$ cat src/rtl/seqbus_pkg.sv
package seqbus_pkg;

  // Meaning of the step flag on the coded link.
  typedef enum logic {
    WORD_FULL = 1'b0,
    WORD_STEP = 1'b1
  } word_kind_e;

  // A word is a step only once a reference address exists and the stride sum matches.
  function automatic word_kind_e classify(input logic primed, input logic stride_match);
    return (primed && stride_match) ? WORD_STEP : WORD_FULL;
  endfunction

endpackage

$ cat src/rtl/seqbus_enc.sv
module seqbus_enc
  import seqbus_pkg::*;
#(
  parameter int AW     = 32,
  parameter int STRIDE = 1
) (
  input  logic          clk,
  input  logic          rst,
  input  logic          in_vld,
  input  logic [AW-1:0] in_addr,
  output logic [AW-1:0] bus_q,
  output logic          inc_q,
  output logic          bus_vld_q,
  output logic          hit_o
);

  // Stride sum, wrapping modulo 2^AW.
  function automatic logic [AW-1:0] run_next(input logic [AW-1:0] a);
    return a + AW'(STRIDE);
  endfunction

  logic [AW-1:0] prev_q;
  logic          primed_q;
  word_kind_e    kind;

  always_comb begin
    kind  = classify(primed_q, in_addr == run_next(prev_q));
    hit_o = in_vld && (kind == WORD_STEP);
  end

  always_ff @(posedge clk) begin
    if (rst) begin
      prev_q    <= '0;
      primed_q  <= 1'b0;
      bus_q     <= '0;
      inc_q     <= 1'b0;
      bus_vld_q <= 1'b0;
    end else begin
      bus_vld_q <= in_vld;
      if (in_vld) begin
        prev_q   <= in_addr;
        primed_q <= 1'b1;
        inc_q    <= (kind == WORD_STEP);
        if (kind == WORD_FULL) begin
          bus_q <= in_addr;
        end
      end
    end
  end

endmodule

$ cat src/rtl/seqbus_dec.sv
module seqbus_dec #(
  parameter int AW     = 32,
  parameter int STRIDE = 1
) (
  input  logic          clk,
  input  logic          rst,
  input  logic          bus_vld,
  input  logic [AW-1:0] bus,
  input  logic          inc,
  output logic          out_vld,
  output logic [AW-1:0] out_addr
);

  function automatic logic [AW-1:0] run_next(input logic [AW-1:0] a);
    return a + AW'(STRIDE);
  endfunction

  logic [AW-1:0] regen;
  logic [AW-1:0] pick;

  // Two-way select between the rebuilt step address and the wires.
  always_comb begin
    regen = run_next(out_addr);
    pick  = inc ? regen : bus;
  end

  always_ff @(posedge clk) begin
    if (rst) begin
      out_addr <= '0;
      out_vld  <= 1'b0;
    end else begin
      out_vld <= bus_vld;
      if (bus_vld) begin
        out_addr <= pick;
      end
    end
  end

endmodule

$ cat src/rtl/seqbus_link.sv
module seqbus_link #(
  parameter int AW     = 32,
  parameter int STRIDE = 1
) (
  input  logic          clk,
  input  logic          rst,
  input  logic          in_vld,
  input  logic [AW-1:0] in_addr,
  output logic [AW-1:0] bus_o,
  output logic          inc_o,
  output logic          bus_vld_o,
  output logic          out_vld,
  output logic [AW-1:0] out_addr
);

  // Encoder decision this cycle, brought out for the checker.
  logic enc_hit;

  seqbus_enc #(.AW(AW), .STRIDE(STRIDE)) u_enc (
    .clk      (clk),
    .rst      (rst),
    .in_vld   (in_vld),
    .in_addr  (in_addr),
    .bus_q    (bus_o),
    .inc_q    (inc_o),
    .bus_vld_q(bus_vld_o),
    .hit_o    (enc_hit)
  );

  seqbus_dec #(.AW(AW), .STRIDE(STRIDE)) u_dec (
    .clk     (clk),
    .rst     (rst),
    .bus_vld (bus_vld_o),
    .bus     (bus_o),
    .inc     (inc_o),
    .out_vld (out_vld),
    .out_addr(out_addr)
  );

endmodule

$ cat config.mk
export PLATFORM = sky130hd
export DESIGN_NAME = seqbus_link
export DESIGN_NICKNAME = d
export VERILOG_FILES = /design/src/rtl/seqbus_pkg.sv /design/src/rtl/seqbus_enc.sv /design/src/rtl/seqbus_dec.sv /design/src/rtl/seqbus_link.sv
export SDC_FILE = /design/constraint.sdc
export NUM_CORES = 1
export LEC_CHECK = 0
export BUFFER_PORTS_ARGS = -buffer_cell sky130_fd_sc_hd__buf_2
export CORE_UTILIZATION = 50
export DETAILED_ROUTE_END_ITERATION = 10
export GPL_TIMING_DRIVEN = 0
export PLACE_DENSITY = 0.75
export SYNTH_ARGS = -nofsm -noshare
export SYNTH_HDL_FRONTEND = slang
export SYNTH_SLANG_ARGS = --single-unit
$ cat constraint.sdc
create_clock -name clk -period 2.7 [get_ports clk]
set_input_delay 0.27 -clock clk [delete_from_list [all_inputs] [get_ports clk]]
set_output_delay 0.27 -clock clk [all_outputs]
set_load 0.005 [all_outputs]
==> metrics.md <==
| Metric | Value |
|---|---|
| Clock buffer depth | `2` |
| Routed len/inst | `~18 µm` |
| Min Clock Period, post-route | `2.897 ns` |
| Mean post-synth cell area | `roughly 8.3 µm²` |
| Initial antenna violation count | `0` |
| Dpl cells | `930` |
| First-pass DRT Iterations | `5` |
| Startpoint class of the critical path | `flip-flop` |
| Compound-cell area share of the yosys netlist | `roughly 15%` |
| Die X | `~110 µm` |
| Vias in the first global route | `about 5200` |
| Top_reg_cell synth | `dfxtp_1` |
| Remaining DRCs | `0` |
| # setup viols final | `32` |
| Routed via count | `between 5000 and 6000` |
| CTS clk-pin slew, worst paths | `0.07 ns` |
| CP Capture Type | `flip-flop` |
| Outcome | `complete, but fails checks` |
| Most frequent cells after synthesis | `100 x dfxtp_1, 68 x mux2i_1, 65 x nand2b_1` |
| Netlist Area Pre-Place | `5732 µm²` |
| Sequential fraction of the synthesis area | `34.93%` |
| Total power | `3504 µW` |
| Effective utilization at floorplan | `52.19%` |
| HPWL Detailed | `approximately 12000 µm` |
| Async set or reset register ratio after synthesis | `0%` |
| CTS Hold Bufs | `0` |
| CP Data Required Time | `between 2 and 3 ns` |
| Largest family of logic cells by synthesized area | `simple AND/OR/NAND/NOR gates` |
| Area grow syn2layout | `22.70%` |
| RD Place Congestion | `roughly 0.96` |
| Most frequent cell after synthesis | `dfxtp_1` |
| Largest cells by area after synthesis | `dfxtp_1 35%, mux2i_1 12%, nand2b_1 7.1%` |
| PortBufs | `99` |
| Max VDD drop | `0.2797 mV` |
| Die area | `11900 µm²` |
| Total track usage | `a little under 30%` |
| Yosys reg bits | `100` |
| Critical path class | `reg -> reg` |
| Clock Latency Late Sink | `about 0.35 ns` |
| Worst setup startpoint | `u_enc.prev_q[1]$_SDFFE_PP0P_` |
| Pwr dens | `498.2 nW/µm²` |
| Critical path arrival | `~3.2 ns` |
| Final nets | `852` |
| Worst Max-Slew Pin Slew | `between 0.7 and 0.8 ns` |
| Fill count | `935` |
| Row cnt | `38` |
| Routed Antenna Nets | `0` |
| Die Y | `about 110 µm` |
| Global-route wire length before repair | `26370 µm` |
| CP max FO | `7` |
| Final wirelength | `roughly 17000 µm` |
| Synth Area in Adders | `less than 1%` |
| Final WS setup | `-0.1970 ns` |
| Leak pwr | `0.002873 µW` |
| Area share of the largest cell type after synthesis | `about a third` |
| Area of the core | `around 11000 µm²` |
| Syn Inst Count | `approximately 700` |
| Max-slew headroom | `roughly half` |
| Multi-input gate area | `approximately 3600 µm²` |
| TritonCTS clock tree | `done` |
| Layout cells sized above 1 | `around a fifth` |
| Via density | `a little under 6` |
| HP Class | `in -> reg` |
| Multiplexer share of the synthesized area | `around an eighth` |
| Root buf cell | `clkbuf_16` |
| IO Count | `~100` |
| Final period util | `107.3%` |
| Skew final | `0.006384 ns` |
| Antenna cells | `0` |
| Synth cell types | `60` |
| RSZ-0062 raised after global routing | `true` |
| H-tree levels | `3` |
| GRT overflow | `0` |
| Min-delay src | `in_addr[29]` |
| Syn Nets | `between 700 and 800` |
| Max Slew Vio Count | `0` |
| Max cap viols | `0` |
| Synth Area in Simple Gates | `between 20% and 30%` |
| Non-filler instance count after layout | `960` |
| Register Area | `about 2000 µm²` |
| Leading area contributor after synthesis | `dfxtp_1` |
| XOR/XNOR Fraction of Synth Area | `6.418%` |
| Reg2reg start | `u_enc.prev_q[1]$_SDFFE_PP0P_` |
| Initial drt markers | `513` |
| Num CTS Buffers | `9` |
| YS warnings | `0` |
| Max Fclk | `345.2 MHz` |
| Clock sink total | `100` |
| Final Hold Vio Count | `0` |
| Failing checks | `setup timing` |
| EDFF count, synth | `0` |
| Pin count of the biggest net entering global routing | `17` |
==> layer usage <==
layer  GRT usage [%]  wire, µm  vias up
met2           46.72      8031      287
met4           14.67       523        0
met1           37.53      7217     2664
li1                -         -     2706
met5               0         0        -
met3           3.586      1261       40
==> metrics by stage <==
step                hold WS, ns  setup slack (ns)  setup TNS, ns  area (µm²)  util [%]
finish                   0.2076           -0.1970         -4.703        7033     64.04
global route             0.2083           -0.3083         -8.133        7033     64.04
CTS                      0.2039           -0.2153         -5.727        6949     63.27
detailed placement       0.4711           -0.3839         -12.16        6446     58.69
global placement         0.4676           -0.3103         -9.938        6446     58.69
floorplan                0.4161          -0.01035        -0.3104        5776         -
==> worst paths after layout <==
check	endpoint	slack, ns	cells past startpoint
worst max-delay path	u_enc.bus_q[13]$_SDFFE_PP0P_	-0.20	11
worst min-delay path	u_enc.prev_q[29]$_SDFFE_PP0P_	0.21	3
worst max register to register	u_enc.bus_q[13]$_SDFFE_PP0P_	-0.20	11
worst min register to register	u_enc.primed_q$_SDFFE_PP0P_	0.49	2
==> timing repair <==
action	4_1_cts	5_1_grt
gates resized for setup	14	21
pin swaps	8	8
setup endpoints to repair	35	37
buffers inserted	10	6
gates cloned	2	1
==> layout make-up <==
class	instances	share of cell area, %
Buffer	38	2.597
Clock buffer	10	3.398
Clock inverter	6	0.8895
Inverter	12	0.6405
Multi-Input combinational cell	537	51.54
Sequential cell	100	28.71
Tap cell	140	2.491
Timing Repair Buffer	117	9.731
==> logic make-up (layout without fill, tap and decap cells) <==
logic type               after synthesis  after routing
XOR/XNOR                              42             42
adder cells (fa/ha/maj)                2              2
flip-flops                           100            100
AO/OA/AOI/OAI                        128            128
multiplexers                          68             68
buffers and inverters                 54            183
AND/OR/NAND/NOR                      297            297
==> cells in the final DEF, fill, tap and decap left out, types with 3 or more instances in the layout <==
| cell | synthesis | routed |
|---|---|---|
| a21oi_1 | 32 | 32 |
| nor4_1 | 9 | 5 |
| nor3_1 | 13 | 12 |
| xnor2_1 | 25 | 25 |
| nor4_4 | 1 | 4 |
| and4_1 | 6 | 4 |
| nand4b_1 | 3 | 3 |
| dfxtp_1 | 100 | 90 |
| dfxtp_2 | 0 | 8 |
| o31ai_1 | 6 | 6 |
| inv_1 | 11 | 11 |
| or3_1 | 4 | 4 |
| clkinv_2 | 0 | 3 |
| mux2i_1 | 68 | 65 |
| buf_1 | 4 | 4 |
| nor2_1 | 62 | 62 |
| clkbuf_1 | 35 | 30 |
| o21ai_0 | 32 | 32 |
| buf_4 | 0 | 14 |
| nand3_1 | 22 | 21 |
| xor2_1 | 17 | 17 |
| nand2b_1 | 65 | 65 |
| buf_2 | 0 | 100 |
| a22oi_1 | 7 | 7 |
| a31oi_1 | 4 | 4 |
| a211oi_1 | 16 | 16 |
| and2_1 | 3 | 4 |
| o22ai_1 | 7 | 7 |
| nand4_1 | 16 | 16 |
| nand2_1 | 58 | 58 |
| clkbuf_16 | 0 | 10 |
| and3_1 | 13 | 12 |
| mux2i_2 | 0 | 3 |
| nor2b_1 | 8 | 8 |
==> critical path, stage by stage, from the launching register on <==
cell	delay, ns
dfxtp_4	0.37
ha_4	0.15
nand4_4	0.12
or3_4	0.38
or4b_4	0.49
o211ai_2	0.08
o211ai_2	0.12
a2111oi_4	0.45
a31oi_4	0.16
buf_12	0.18
buf_8	0.13
mux2i_2	0.19
==> sequential cells by signal, indices dropped and copies added (netlist names) <==
name	flops
u_dec.out_addr	32
u_dec.out_vld	1
u_enc.bus_q	32
u_enc.bus_vld_q	1
u_enc.inc_q	1
u_enc.prev_q	32
u_enc.primed_q	1
==> power breakdown <==
group | switching, µW | leakage, µW | total [µW] | internal [µW]
Combinational | 270 | 0.00189 | 516 | 246
Sequential | 98.4 | 0.000827 | 1650 | 1560
Clock | 588 | 0.000153 | 1330 | 745
(Power assumes the default switching activity.)
